===== src/rtl/pwr_seq_pkg.sv =====
package pwr_seq_pkg;
  typedef enum logic [2:0] {
    ST_OFF = 3'd0,
    ST_BYP = 3'd1,
    ST_REF = 3'd2,
    ST_SS  = 3'd3,
    ST_RUN = 3'd4,
    ST_HOT = 3'd5
  } seq_state_e;
endpackage


===== src/rtl/pwr_tick_gen.sv =====
module pwr_tick_gen #(
  parameter int CLK_PER_US = 4
) (
  input  logic clk_i,
  input  logic rst_ni,
  output logic tick_o
);
  localparam int W = (CLK_PER_US > 1) ? $clog2(CLK_PER_US) : 1;
  localparam logic [W-1:0] LAST = W'(CLK_PER_US - 1);

  logic [W-1:0] cnt_q;

  always_ff @(posedge clk_i or negedge rst_ni) begin
    if (!rst_ni)           cnt_q <= '0;
    else if (cnt_q == LAST) cnt_q <= '0;
    else                   cnt_q <= cnt_q + 1'b1;
  end

  assign tick_o = (cnt_q == LAST);
endmodule


===== src/rtl/pwr_dwell_timer.sv =====
module pwr_dwell_timer #(
  parameter int DWELL_US = 1000
) (
  input  logic clk_i,
  input  logic rst_ni,
  input  logic tick_i,
  input  logic restart_i,
  output logic done_o
);
  localparam int W = $clog2(DWELL_US + 1);
  localparam logic [W-1:0] FULL = W'(DWELL_US);

  logic [W-1:0] cnt_q;

  // starts saturated: no bypass edge has happened yet
  always_ff @(posedge clk_i or negedge rst_ni) begin
    if (!rst_ni)                    cnt_q <= FULL;
    else if (restart_i)             cnt_q <= '0;
    else if (tick_i && cnt_q != FULL) cnt_q <= cnt_q + 1'b1;
  end

  assign done_o = (cnt_q == FULL);


  dwell_restart_chk: assert property (@(posedge clk_i) disable iff (!rst_ni)
    restart_i |=> !done_o);
endmodule


===== src/rtl/pwr_mode_sel.sv =====
module pwr_mode_sel (
  input  logic clk_i,
  input  logic rst_ni,
  input  logic active_i,
  input  logic force_i,
  input  logic load_hi_i,
  input  logic load_lo_i,
  output logic pwm_o
);
  logic auto_pwm_q;

  always_ff @(posedge clk_i or negedge rst_ni) begin
    if (!rst_ni)        auto_pwm_q <= 1'b0;
    else if (!active_i) auto_pwm_q <= 1'b0;
    else if (load_hi_i) auto_pwm_q <= 1'b1;
    else if (load_lo_i) auto_pwm_q <= 1'b0;
  end

  assign pwm_o = active_i && (force_i || auto_pwm_q);


  auto_hi_chk: assert property (@(posedge clk_i) disable iff (!rst_ni)
    (active_i && load_hi_i) ##1 active_i |-> pwm_o);

  auto_hold_chk: assert property (@(posedge clk_i) disable iff (!rst_ni)
    (active_i && !load_hi_i && !load_lo_i && !force_i) ##1 (active_i && !force_i) |-> $stable(pwm_o));
endmodule


===== src/rtl/pwr_seq_top.sv =====
module pwr_seq_top #(
  parameter int CLK_PER_US = 4,
  parameter int REF_US     = 1000,
  parameter int SS_US      = 2000,
  parameter int DWELL_US   = 1000
) (
  input  logic clk_i,
  input  logic rst_ni,
  input  logic en_i,
  input  logic therm_hot_i,
  input  logic therm_cool_i,
  input  logic fb_uv_i,
  input  logic load_hi_i,
  input  logic load_lo_i,
  input  logic byp_dis_i,
  input  logic dischg_en_i,
  input  logic force_pwm_i,
  output logic ref_en_o,
  output logic ss_active_o,
  output logic conv_en_o,
  output logic byp_on_o,
  output logic dischg_o,
  output logic lowfreq_o,
  output logic pwm_o
);
  import pwr_seq_pkg::*;

  localparam int PH_MAX = (REF_US > SS_US) ? REF_US : SS_US;
  localparam int PW     = $clog2(PH_MAX + 1);
  localparam logic [PW-1:0] REF_LAST = PW'(REF_US - 1);
  localparam logic [PW-1:0] SS_LAST  = PW'(SS_US - 1);
  localparam int GAP_MIN = (DWELL_US - 1) * CLK_PER_US;
  localparam int GW      = $clog2(GAP_MIN + 2);

  seq_state_e st_q, st_d;
  logic [PW-1:0] ph_q;
  logic tick, dwell_ok, byp_edge, powered;

  pwr_tick_gen #(.CLK_PER_US(CLK_PER_US)) u_tick (
    .clk_i (clk_i), .rst_ni (rst_ni), .tick_o (tick)
  );

  assign byp_edge = (st_d == ST_BYP) != (st_q == ST_BYP);

  pwr_dwell_timer #(.DWELL_US(DWELL_US)) u_dwell (
    .clk_i (clk_i), .rst_ni (rst_ni), .tick_i (tick),
    .restart_i (byp_edge), .done_o (dwell_ok)
  );

  assign powered = (st_q == ST_REF) || (st_q == ST_SS) || (st_q == ST_RUN);

  always_comb begin
    st_d = st_q;
    unique case (st_q)
      ST_OFF: begin
        if (en_i)                        st_d = ST_REF;
        else if (!byp_dis_i && dwell_ok) st_d = ST_BYP;
      end
      ST_BYP: begin
        if (dwell_ok) begin
          if (en_i)           st_d = ST_REF;
          else if (byp_dis_i) st_d = ST_OFF;
        end
      end
      ST_REF, ST_SS, ST_RUN: begin
        if (!en_i)            st_d = ST_OFF;
        else if (therm_hot_i) st_d = ST_HOT;
        else if (st_q == ST_REF && tick && ph_q == REF_LAST) st_d = ST_SS;
        else if (st_q == ST_SS  && tick && ph_q == SS_LAST)  st_d = ST_RUN;
      end
      ST_HOT: begin
        if (!en_i)             st_d = ST_OFF;
        else if (therm_cool_i) st_d = ST_REF;
      end
      default: st_d = ST_OFF;
    endcase
  end

  always_ff @(posedge clk_i or negedge rst_ni) begin
    if (!rst_ni) begin
      st_q <= ST_OFF;
      ph_q <= '0;
    end else begin
      st_q <= st_d;
      if (st_d != st_q) ph_q <= '0;
      else if (tick)    ph_q <= ph_q + 1'b1;
    end
  end

  assign ref_en_o    = powered;
  assign ss_active_o = (st_q == ST_SS);
  assign conv_en_o   = (st_q == ST_SS) || (st_q == ST_RUN);
  assign byp_on_o    = (st_q == ST_BYP);
  assign dischg_o    = (st_q == ST_OFF) && !en_i && dischg_en_i;
  assign lowfreq_o   = conv_en_o && fb_uv_i;

  pwr_mode_sel u_mode (
    .clk_i (clk_i), .rst_ni (rst_ni), .active_i (conv_en_o),
    .force_i (force_pwm_i), .load_hi_i (load_hi_i), .load_lo_i (load_lo_i),
    .pwm_o (pwm_o)
  );

  // cycles since the last bypass edge, checked independently of the dwell timer
  logic [GW-1:0] gap_q;
  always_ff @(posedge clk_i or negedge rst_ni) begin
    if (!rst_ni)                         gap_q <= GW'(GAP_MIN + 1);
    else if (byp_on_o != byp_edge_seen()) gap_q <= '0;
    else if (gap_q <= GW'(GAP_MIN))      gap_q <= gap_q + 1'b1;
  end

  logic byp_prev_q;
  always_ff @(posedge clk_i or negedge rst_ni) begin
    if (!rst_ni) byp_prev_q <= 1'b0;
    else         byp_prev_q <= byp_on_o;
  end

  function automatic logic byp_edge_seen();
    return byp_prev_q;
  endfunction


  byp_dwell_chk: assert property (@(posedge clk_i) disable iff (!rst_ni)
    ($rose(byp_on_o) || $fell(byp_on_o)) |-> (gap_q >= GW'(GAP_MIN)));

  byp_entry_chk: assert property (@(posedge clk_i) disable iff (!rst_ni)
    $rose(byp_on_o) |-> $past(!en_i && !byp_dis_i));

  hot_off_chk: assert property (@(posedge clk_i) disable iff (!rst_ni)
    (ref_en_o && en_i && therm_hot_i) |=> !ref_en_o && !conv_en_o);

  conv_after_ref_chk: assert property (@(posedge clk_i) disable iff (!rst_ni)
    $rose(conv_en_o) |-> $past(ref_en_o) && ss_active_o);

  lowfreq_gate_chk: assert property (@(posedge clk_i) disable iff (!rst_ni)
    lowfreq_o |-> conv_en_o && fb_uv_i);

  dischg_byp_chk: assert property (@(posedge clk_i) disable iff (!rst_ni)
    byp_on_o |-> !dischg_o);
endmodule


===== config.mk =====
export PLATFORM = sky130hd
export DESIGN_NAME = pwr_seq_top
export DESIGN_NICKNAME = d
export VERILOG_FILES = /design/src/rtl/pwr_seq_pkg.sv /design/src/rtl/pwr_tick_gen.sv /design/src/rtl/pwr_dwell_timer.sv /design/src/rtl/pwr_mode_sel.sv /design/src/rtl/pwr_seq_top.sv
export SDC_FILE = /design/constraint.sdc
export NUM_CORES = 1
export LEC_CHECK = 0
export ABC_AREA = 1
export BUFFER_PORTS_ARGS = -buffer_cell sky130_fd_sc_hd__buf_2
export CAP_MARGIN = 20
export CORE_MARGIN = 5
export CORE_UTILIZATION = 45
export DETAILED_ROUTE_END_ITERATION = 16
export PLACE_DENSITY = 0.77
export SLEW_MARGIN = 40
export SYNTH_ARGS = -nofsm -noshare
export SYNTH_HDL_FRONTEND = slang
export SYNTH_SLANG_ARGS = --single-unit

===== constraint.sdc =====
create_clock -name clk_i -period 1.53 [get_ports clk_i]
set_input_delay 0.2295 -clock clk_i [delete_from_list [all_inputs] [get_ports clk_i]]
set_output_delay 0.2295 -clock clk_i [all_outputs]
set_load 0.01 [all_outputs]

; ---- Word level (Yosys, flattened, before mapping)
; Index checks and enable logic that the tools add are counted.
[classes]
n_addsub = 3
eq_ne = 14
muxes = 20
n_reduce_logical = 20
[ops]
columns = operator, count
row1 = two-way mux 3 bit, 11
row2 = two-way mux 11 bit, 2
row3 = two-way mux 10 bit, 2
row4 = case mux 3 bit (4 select lines), 1
row5 = "adder 11 x 1 -> 11 bit, second input constant", 1
row6 = "== test 11 x 10 -> 1 bit, second input constant", 1
row7 = "== test 11 bit, second input constant", 1
row8 = "adder 10 x 1 -> 10 bit, second input constant", 1
row9 = "== test 10 bit, second input constant", 1
row10 = logical AND 1 bit, 10
row11 = "!= test 10 bit, second input constant", 1
row12 = "== test 3 x 1 -> 1 bit, second input constant", 2
row13 = "== test 3 x 2 -> 1 bit, second input constant", 2
row14 = "== test 3 bit, second input constant", 2
row15 = logical OR 1 bit, 4
row16 = nonzero test 2 bit, 2
row17 = logical NOT 3 bit, 1
row18 = two-way mux 1 bit, 3
row19 = != test 3 bit, 1
row20 = "!= test 3 bit, second input constant", 1
row21 = OR reduction 3 bit, 1
row22 = "adder 2 x 1 -> 2 bit, second input constant", 1
row23 = "== test 2 bit, second input constant", 1
row24 = logical NOT 1 bit, 2
row25 = 2 further kinds, 2
[word_totals]
regBits = 27
in_bits = 11
output_inout_bits = 7
wordCells = 62

; ---- Logic depth before layout (Yosys ltp)
; Gate-level depths: netlist of run 1.
[logic_depth]
word_depth = 11
mapped_depth = 17
ltp_nobuf = 15

; ---- Modules after synthesis
; A second synthesis of run 1 with hierarchy kept.
[unflattened]
cells_unflattened = 237
hier_area_um2 = 1751.7
[modules_own_cells]
columns = module, n_inst, cells_each, area_per_inst_um2, seq_area_each_um2
row1 = pwr_seq_top, 1, 131, 957.2, 350.3
row2 = pwr_dwell_timer, 1, 94, 671.9, 257.7
row3 = pwr_tick_gen, 1, 4, 66.3, 50.0
row4 = pwr_mode_sel, 1, 8, 56.3, 25.0

; ---- Least setup slack after synthesis of run 1
; Ideal clock, no wire load.
[synth_timing]
path_type = register -> register
from = reg u_dwell.cnt_q[0]
to = reg u_dwell.cnt_q[9]
setup_time_ns = 0.069
arrival_ns = 1.603
required_time_ns = 1.461
path_slack_ns = -0.142
stages_incl_launch_ff = 12
path_buffers = 0
synth_period_minus_slack_ns = 1.672
path_cell_list = dfrtp_1 > inv_1 > ha_1 > inv_1 > nor2_1 > nand3_1 > nand2_1 > or2_2 > nor2_2 > nand2_1 > xor2_1 > nor2_1
[synth_via]
elab_chain_len = 8
elab_cells_between_ends = 14
cone_classes = add/sub: 1 / eq/ne: 4 / mux: 6 / reduce/logical: 3
[synth_rtl]
columns = item, line_no
row1 = "start, declared", pwr_dwell_timer.sv:13  ; logic [W-1:0] cnt_q;
row2 = "start signal, assigned", pwr_dwell_timer.sv:19  ; else if (tick_i && cnt_q != FULL) cnt_q <= cnt_q + 1'b1;
row3 = == test 10 bit, pwr_dwell_timer.sv:22  ; assign done_o = (cnt_q == FULL);
row4 = logical AND 1 bit, pwr_seq_top.sv:57  ; else if (!byp_dis_i && dwell_ok) st_d = ST_BYP;
row5 = two-way mux 3 bit, pwr_seq_top.sv:57
row6 = two-way mux 3 bit, pwr_seq_top.sv:56  ; if (en_i) st_d = ST_REF;
row7 = case mux 3 bit (4 select lines), pwr_seq_top.sv:54  ; unique case (st_q)
row8 = == test 3 x 1 -> 1 bit, pwr_seq_top.sv:43  ; assign byp_edge = (st_d == ST_BYP) != (st_q == ST_BYP);
row9 = != test 1 bit, pwr_seq_top.sv:43
row10 = two-way mux 10 bit or nonzero test 2 bit (tied branches), -
; Several ways; a longest one is shown, not always the timed one. The select of a mux whose other input is x is not followed.
; A chain may end at the register's enable or synchronous reset.

; ---- Worst setup path in the final report of run 1
[layout_timing]
from = reg ph_q[6]
to = reg ph_q[5]
[layout_via]
elab_chain_len = 9
elab_cells_between_ends = 12
cone_classes = eq/ne: 3 / mux: 6 / reduce/logical: 3
[layout_rtl]
columns = item, line_no
row1 = "start, declared", pwr_seq_top.sv:36  ; logic [PW-1:0] ph_q;
row2 = "start signal, assigned", pwr_seq_top.sv:86  ; else if (tick) ph_q <= ph_q + 1'b1;
row3 = == test 11 bit, pwr_seq_top.sv:69  ; else if (st_q == ST_SS && tick && ph_q == SS_LAST) st_d = ST_RUN;
row4 = logical AND 1 bit, pwr_seq_top.sv:69
row5 = two-way mux 3 bit, pwr_seq_top.sv:69
row6 = two-way mux 3 bit (*), pwr_seq_top.sv:68  ; else if (st_q == ST_REF && tick && ph_q == REF_LAST) st_d = ST_SS;
row7 = two-way mux 3 bit (*), pwr_seq_top.sv:67  ; else if (therm_hot_i) st_d = ST_HOT;
row8 = two-way mux 3 bit (*), pwr_seq_top.sv:66  ; if (!en_i) st_d = ST_OFF;
row9 = case mux 3 bit (4 select lines) (*), pwr_seq_top.sv:54
row10 = != test 3 bit (*), pwr_seq_top.sv:85  ; if (st_d != st_q) ph_q <= '0;
row11 = two-way mux 11 bit or nonzero test 2 bit (tied branches), -
; Mark *: on every way between the ends. The rest lies on a longest branch, timed or not.

==> run_results.csv, run 1 <==
group,metric,value,unit
clock_tree,cts-root-buf,"clkbuf_4",
critical_path,r2r_cells,14,
synth,synthTopCellsByCount,"nand2_1, nor2_1, inv_1",
placement,io_buffer_count,17,
route,ant_nets,0,
floorplan,die-area,4870,µm²
finish,seq_area,686,µm²
global_route,gr-total-overflow,0,
synth,synth_area_per_cell,7.28,µm²
timing,min_period,2020,ps
timing,worst_slack,-490,ps
timing,setup_violations,30,
synth,synth.area.top_cells,"dfrtp_1, nand2_1, nor2_1",
floorplan,die_w,69.8,µm
clock_tree,cts_tree,"done",
finish,final_area,2700,µm²
route,route.met2.wl,3030,µm
run_status,status,"complete, but fails checks",
critical_path,end_kind,"register",
synth,ys_ff_latch,27,
timing,maxSlewHeadroom,58.7,%
synth,post-synth-top-count-cell,"nand2_1",
finish,antenna_cells,0,
route,drt-total-wl,6130,µm
floorplan,pin_count,18,
route,drtIter0Drc,182,
timing,finalClockSkew,17.2,ps
global_route,track_usage,18.4,%
route,wl_met1,2220,µm
finish,areaGrowthSynthToFinish,67.9,%
placement,place_congestion,0.915,
placement,place_ws,-251,ps
synth,synth_top_area_share,32.7,%
clock_tree,cts_buffer_depth,2,
clock_tree,cts_sinks,27,
global_route,grt_max_degree,28,
critical_path,worstPathArrival,2310,ps
critical_path,crit_type,"register to register",
floorplan,rows,21,
route,wl_met3,426,µm
route,wire_per_inst,17.6,µm
hold_path,hold_class,"input pin to register",
timing,rsz0062_at_grt,"true",
synth,syn-num-nets,236,
synth,syn-instance-count,221,
clock_tree,clk_latency,340,ps
global_route,grt_pass1_wl,7360,µm
run_status,violations,"setup timing",
clock_tree,clk_pin_slew,160,ps
timing,max_freq,495,MHz
floorplan,start_util,47.5,%
clock_tree,cts_buffers,3,
synth,yosys_warnings,0,
route,drc,0,
global_route,antenna_found_initial,0,
finish,layout.nets,318,
floorplan,core_area,3390,µm²
power_and_ir_drop,peakVddDrop,546,µV
route,vias,1899,
synth,synth_ff_type,"dfrtp_1",
placement,place_hpwl,2800,µm
route,viasPerCell,5.46,
placement,place_area,2110,µm²
synth,async_flop_share,100,%
floorplan,die_h,69.8,µm
timing,drv_slew,0,
timing,fin_setup_tns,-8420,ps
flow_run,drv_cap,0,
timing,finalCritPeriodShare,132,%
synth,synth_edf_count,0,
hold_path,min_path_cells,3,
critical_path,cp_data_required_time,1820,ps
synth,synth_top_cell_by_area,"dfrtp_1",
power_and_ir_drop,powerDensity,1230,nW/µm²
finish,drive_gt1_share,55.0,%
finish,fin_util,79.7,%
synth,syn-cell-area,1610,µm²
timing,holdWs,138,ps
route,dr.pass1.iters,4,
route,routed.top_layer,"met4",
power_and_ir_drop,leakagePower,0.00124,µW
critical_path,start_kind,"register",
global_route,first_global_vias,1668,
critical_path,cp_max_fo,6,
finish,fill_cells,164,
synth,synth.yosys.seq_area_share,42.5,%
timing,tightest_slew,619,ps
clock_tree,htree_levels,1,
synth,synth.distinct_cells,24,
finish,multiInputGateArea,1160,µm²
timing,hold_viol_final,0,
layer usage:
layer,vias up,global-route usage (%)
met5,-,0
met2,128,33.9
met3,52,1.88
met1,871,21.9
li1,848,-
met4,0,6.60
worst paths after layout:
kind / startpoint / to / slack [ps]
worst max register to register: ph_q[6] / ph_q[5] / -490
worst min register to register: u_tick.cnt_q[0] / u_tick.cnt_q[0] / 490
worst max-delay path: ph_q[6] / ph_q[5] / -490
worst min-delay path: load_hi_i / u_mode.auto_pwm_q / 140
max in group asynchronous: rst_ni / st_q[1] / 640
min in group asynchronous: rst_ni / ph_q[2] / 430
final cells by class:
class	instances	area share, %
well taps	46	2.13
clock buffers	4	0.973
inverters	35	5.05
repair buffers	79	23.7
flip-flops and latches	27	25.4
multi-input cells	157	42.8
state kept, by name (all words and copies together) (netlist names):
signal / flops
ph_q: 11
st_q: 3
u_dwell.cnt_q: 10
u_mode.auto_pwm_q: 1
u_tick.cnt_q: 2
cells by family after synthesis:
| logic type | Yosys count | synth area share (%) |
|---|---|---|
| and+or+nand+nor | 126 | 32.9 |
| buffers and inverters | 38 | 10.0 |
| DFF | 27 | 42.5 |
| xor gates and xnor gates | 13 | 7.08 |
| AOI/OAI and AO/OA | 12 | 3.81 |
| adders and majority gates | 4 | 3.11 |
| muxes | 1 | 0.622 |
what timing repair did:
action | 4_1_cts | 5_1_grt
buffers inserted | 6 | 9
endpoints found under the setup margin | 27 | 30
gates cloned | 1 | 0
hold buffers | 1 | 0
gates resized for setup | 44 | 68
endpoints found under the hold margin | 21 | 0
pin swaps | 23 | 26
placed cells by master (no fill, tap or decap), drive strengths merged:
| cell type | count |
|---|---|
| and3 | 2 |
| buf | 78 |
| nor3 | 4 |
| inv | 35 |
| dfstp | 6 |
| dlygate4sd3 | 1 |
| nor2 | 48 |
| dfrtp | 21 |
| mux2i | 1 |
| nand2 | 52 |
| nand3 | 13 |
| xor2 | 12 |
| clkbuf | 4 |
| o22ai | 1 |
| o21ai | 4 |
| or2 | 1 |
| ha | 4 |
| nand4 | 6 |
| a21oi | 7 |
| xnor2 | 1 |
| nor3b | 1 |
worst max-delay path, stage by stage, from the launching register on:
cell and delay, ps:
dfrtp_1 420, nand2_1 130, inv_1 110, nand2_1 60, nor2_1 140, nand2_1 120, nand2_1 100, nand2_1 80
nand2_1 80, nand2_1 90, nand2_1 110, nand2_1 80, nand2_2 140, nand3_4 180, nor2_2 140
where the power goes:
part           leakage, µW  total [µW]  internal [µW]  switching [µW]
combinational     0.000884        2070            965            1110
clock            0.0000150         332            102             229
sequential        0.000339         926            820             105
metrics by stage:
stage / cells / total power (µW)
after floorplan: 221 / 1480
after global placement: 328 / 1980
after detailed placement: 328 / 2000
after CTS: 339 / 2640
after global routing: 348 / 3470
final: 348 / 3330
No activity file was read; power rests on OpenSTA's default activity.
==> inputs of run 2 (changes only) <==
- CAP_MARGIN: 20 -> 5
- REMOVE_ABC_BUFFERS: default -> 1
==> run_results.csv, run 2 (same netlist as run 1, synthesis figures left out) <==
group,metric,value,unit
timing,finalClockSkew,6.73,ps
finish,final_area,2760,µm²
power_and_ir_drop,peakVddDrop,495,µV
placement,place_area,2120,µm²
finish,largest_reg_flops,11,
finish,antenna_cells,0,
floorplan,start_util,47.5,%
run_status,status,"complete, but fails checks",
clock_tree,cts_tree,"done",
placement,io_buffer_count,17,
clock_tree,cts_buffer_depth,2,
timing,drv_slew,0,
critical_path,critPathBufInv,3,
power_and_ir_drop,fin_total_pwr,3380,µW
floorplan,rows,21,
timing,hold_viol_final,0,
timing,tightest_slew,624,ps
critical_path,start_kind,"register",
timing,finalCritPeriodShare,134,%
route,drt-total-wl,7330,µm
global_route,grt_pass1_wl,7690,µm
floorplan,die-area,4870,µm²
route,ant_nets,0,
floorplan,die_w,69.8,µm
critical_path,crit_slowest_cell,"dfrtp_1",
timing,rsz0062_at_grt,"true",
power_and_ir_drop,leakagePower,0.00127,µW
critical_path,cp_max_fo,6,
power_and_ir_drop,powerDensity,1220,nW/µm²
finish,reg.largest.list,"ph_q (11), u_dwell.cnt_q (10), st_q (3)",
critical_path,crit_top_cell,"nand2_2",
clock_tree,cts-root-buf,"clkbuf_4",
floorplan,die_h,69.8,µm
route,drc,2,
finish,top_register,"ph_q",
clock_tree,clk_pin_slew,160,ps
critical_path,cp_data_required_time,1790,ps
route,wire_per_inst,20.7,µm
critical_path,worstPathArrival,2310,ps
critical_path,end_kind,"register",
global_route,track_usage,18.9,%
floorplan,core_area,3390,µm²
finish,fill_cells,153,
timing,maxSlewHeadroom,58.4,%
global_route,grt_max_degree,28,
clock_tree,htree_levels,1,
placement,place_congestion,0.856,
global_route,gr-total-overflow,0,
run_status,violations,"DRC, setup timing",
placement,place_hpwl,2840,µm
finish,drive_gt1_share,58.4,%
flow_run,drv_cap,0,
timing,min_period,2050,ps
timing,worst_slack,-518,ps
finish,layout.nets,324,
timing,max_freq,488,MHz
critical_path,cpLargestDelayFamily,"simple AND/OR/NAND/NOR gates",
critical_path,crit_type,"register to register",
clock_tree,cts_buffers,3,
route,dr.pass1.iters,11,
clock_tree,clk_latency,330,ps
route,viasPerCell,5.81,
global_route,antenna_found_initial,0,
critical_path,path_cells,"buf_6 -> nand2_4 -> inv_2 -> nand4_1 -> o21ai_2 -> nor2_4 -> nand2_2 -> nand2_1 -> nand2_2 -> nand3_4 -> clkbuf_16 -> nor2_2",
timing,setup_violations,29,
floorplan,pin_count,18,
finish,most-common-layout-cells,"buf_4, nand2_1, inv_1, dfrtp_1, nor2_4",
hold_path,hold_class,"input pin to register",
finish,multiInputGateArea,1160,µm²
critical_path,critPathMaxStageDelay,510,ps
finish,seq_area,684,µm²
finish,final_common_cell,"buf_4",
finish,areaGrowthSynthToFinish,71.8,%
clock_tree,cts_sinks,27,
route,drtIter0Drc,314,
route,vias,2056,
global_route,first_global_vias,1814,
## run 2: cell count changes in the layout (fill, tap and decap cells not counted), sizes merged
| cell | before | now |
|---|---|---|
| buf | 78 | 84 |
| clkinv | 0 | 1 |
| nand3 | 13 | 12 |
## run 2: worst min-delay path, stage by stage
cell,delay [ps]
buf_2,70
a21oi_1,30
nor2_1,130
## run 2: layout make-up
type / instances / share of cell area, %
clock buffers: 3 / 0.815
clock inverters: 1 / 0.181
inverters: 35 / 5.12
multi-input cells: 156 / 41.8
flip-flops and latches: 27 / 24.8
well taps: 46 / 2.08
repair buffers: 86 / 25.2
## run 2: metal layers
metal	GRT usage [%]	vias up	part of all wire, %
met5	0	-	0
met4	7.02	0	5.6
met3	2.32	63	9.9
met2	34.7	192	47
met1	22.1	949	37
li1	-	852	-
## run 2: worst paths after layout
kind / startpoint / endpoint / slack, ps / cells past startpoint
min in group asynchronous: rst_ni / u_tick.cnt_q[0] / 440 / 2
max in group asynchronous: rst_ni / st_q[1] / 650 / 2
worst min-delay path: load_hi_i / u_mode.auto_pwm_q / 180 / 3
worst max register to register: st_q[0] / ph_q[8] / -520 / 12
worst min register to register: u_tick.cnt_q[1] / u_tick.cnt_q[1] / 560 / 1
worst max-delay path: st_q[0] / ph_q[8] / -520 / 12
## run 2: per-stage QoR
stage	setup slack, ps	util (%)	setup TNS [ps]	std cells	hold WS, ps
after global routing	-606	81.5	-10820	354	203
after global placement	-225	62.5	-2920	332	263
after detailed placement	-321	62.5	-3950	332	278
after floorplan	-186	-	-2340	218	-66.1
final	-518	81.5	-8430	354	184
after CTS	-197	70.7	-2670	342	130
## run 2: repair_timing
action | 4_1_cts | 5_1_grt
hold buffers | 1 | 0
gates resized for setup | 55 | 71
endpoints found under the setup margin | 25 | 29
setup buffers | 9 | 12
gates cloned | 0 | 1
endpoints found under the hold margin | 21 | 0
pin swaps | 17 | 23
## run 2: report_power, final
group          switching, µW  internal [µW]  leakage (µW)
Combinational           1120            996      0.000915
Sequential               123            818      0.000341
Clock                    226           98.1     0.0000177
Total                   1470           1910       0.00127
==> inputs of run 3 (changes only) <==
- PLACE_DENSITY: 0.77 -> 0.63
==> run_results.csv, run 3 (same netlist as run 1, synthesis figures left out) <==
group,metric,value,unit
route,viasPerCell,4.85,
timing,max_freq,547,MHz
timing,finalCritPeriodShare,120,%
timing,maxSlewHeadroom,58.4,%
floorplan,pin_count,18,
placement,place_hpwl,2690,µm
power_and_ir_drop,swShare,40.8,%
power_and_ir_drop,comb_power_share,60.4,%
clock_tree,cts_tree,"done",
power_and_ir_drop,clockPowerShare,10.2,%
clock_tree,cts_buffers,3,
finish,layout.nets,324,
clock_tree,cts_sinks,27,
global_route,gr-total-overflow,0,
floorplan,die-area,4870,µm²
floorplan,core_area,3390,µm²
finish,fill_cells,194,
critical_path,critPathMaxStageDelay,500,ps
critical_path,end_kind,"register",
floorplan,start_util,47.5,%
power_and_ir_drop,p_int,1850,µW
finish,antenna_cells,0,
route,dr.pass1.iters,4,
clock_tree,cts-root-buf,"clkbuf_4",
finish,fin_util,80.0,%
clock_tree,cts_buffer_depth,2,
hold_path,hold_class,"input pin to register",
critical_path,cpLargestDelayFamily,"simple AND/OR/NAND/NOR gates",
timing,tightest_slew,624,ps
critical_path,crit_type,"register to register",
finish,most-common-layout-cells,"buf_4, nand2_1, inv_1, nor2_1, dfrtp_1",
route,wire_per_inst,12.9,µm
global_route,busiest_layer,"met2",
clock_tree,clk_pin_slew,160,ps
global_route,grt_max_degree,28,
critical_path,cp_max_fo,6,
critical_path,cp_data_required_time,1750,ps
route,drc,0,
critical_path,worstPathArrival,2050,ps
global_route,grt_pass1_wl,7220,µm
global_route,grt_use_met2,29.3,%
critical_path,crit_top_cell,"nand2_2",
timing,worst_slack,-300,ps
global_route,grtUsageMet1,23.2,%
flow_run,drv_cap,0,
placement,io_buffer_count,17,
timing,drv_slew,0,
finish,largest_reg_flops,11,
finish,reg.largest.list,"ph_q (11), u_dwell.cnt_q (10), st_q (3)",
timing,hold_viol_final,0,
floorplan,die_w,69.8,µm
route,drtIter0Drc,98,
timing,holdWs,135,ps
route,drt-total-wl,4570,µm
global_route,first_global_vias,1699,
run_status,violations,"setup timing",
timing,finalClockSkew,12.1,ps
power_and_ir_drop,peakVddDrop,521,µV
critical_path,critPathBufInv,1,
floorplan,die_h,69.8,µm
critical_path,crit_slowest_cell,"dfrtp_2",
critical_path,path_cells,"nor2_4 -> nand2_4 -> a21oi_4 -> nand2_2 -> nand2_1 -> nand2_1 -> nand2_1 -> nand2_2 -> nand2_2 -> nand2_2 -> nand3_4 -> buf_12 -> nor2_4",
route,vias,1717,
finish,top_register,"ph_q",
floorplan,rows,21,
clock_tree,htree_levels,1,
global_route,met3_usage,2.75,%
run_status,status,"complete, but fails checks",
global_route,track_usage,17.7,%
timing,min_period,1830,ps
timing,setup_violations,26,
power_and_ir_drop,switchingPower,1280,µW
power_and_ir_drop,power_frac_seq,29.4,%
clock_tree,clk_latency,330,ps
critical_path,start_kind,"register",
power_and_ir_drop,powerDensity,1160,nW/µm²
finish,drive_gt1_share,54.9,%
finish,final_common_cell,"buf_4",
placement,place_area,2150,µm²
power_and_ir_drop,leakagePower,0.00127,µW
finish,final_area,2710,µm²
placement,place_congestion,0.844,
finish,areaGrowthSynthToFinish,68.6,%
timing,rsz0062_at_grt,"true",
global_route,antenna_found_initial,0,
route,ant_nets,0,
## run 3: cell types whose count changed in the layout (fill, tap and decap cells not counted), moves of 3 or more
cell,delta
nor2_1,+8
buf_6,+4
buf_4,-3
nor2_4,-6
## run 3: timing repair
action                                 CTS  global route
gates resized for setup                 74            46
gates cloned                             1             0
pin swaps                               23            21
buffers inserted                         9             3
endpoints found under the hold margin   21             0
hold buffers                             1             0
setup endpoints to repair               26            29
## run 3: final timing paths
kind	cells after the start	from	to	slack [ps]
worst max-delay path	13	st_q[1]	ph_q[1]	-300
worst min-delay path	3	load_hi_i	u_mode.auto_pwm_q	130
worst max register to register	13	st_q[1]	ph_q[1]	-300
worst min register to register	1	u_tick.cnt_q[1]	u_tick.cnt_q[1]	540
max in group asynchronous	2	rst_ni	st_q[1]	670
min in group asynchronous	2	rst_ni	st_q[2]	420
## run 3: metal layers
metal | wire [µm] | vias to the layer above
li1 | - | 859
met2 | 2300 | 39
met3 | 167 | 8
met4 | 68 | 0
met1 | 2030 | 811
met5 | 0 | -
## run 3: power groups by stage
stage	logic [µW]	registers (µW)	clock network, µW
after floorplan	478	908	0
after global placement	1050	891	0
after detailed placement	1060	891	0
after CTS	1570	912	334
after global routing	2010	939	353
final	1890	921	321
## run 3: stage by stage
step           setup WS [ps]  total power (µW)  instances  setup TNS, ps
2_1_floorplan           -186              1390        218          -2340
3_3_place_gp            -235              1940        338          -3100
3_5_place_dp            -257              1950        338          -3430
4_1_cts                 -183              2810        353          -2670
5_1_grt                 -427              3310        354          -7680
6_report                -300              3130        354          -4590
## run 3: cell type report
cell class              count  area [µm²]  share of cell area, %
well taps                  46        57.6                   2.12
repair buffers             86         694                   25.6
clock buffers               4        26.3                  0.969
multi-input cells         156        1110                   41.1
flip-flops and latches     27         684                   25.2
inverters                  35         136                   5.03
## run 3: worst register-to-register path: stages (launching register included)
cell and delay [ps]:
dfrtp_2 500, nor2_4 190, nand2_4 90, a21oi_4 150, nand2_2 60, nand2_1 90
nand2_1 70, nand2_1 80, nand2_2 70, nand2_2 60, nand2_2 70, nand3_4 110
buf_12 150, nor2_4 30
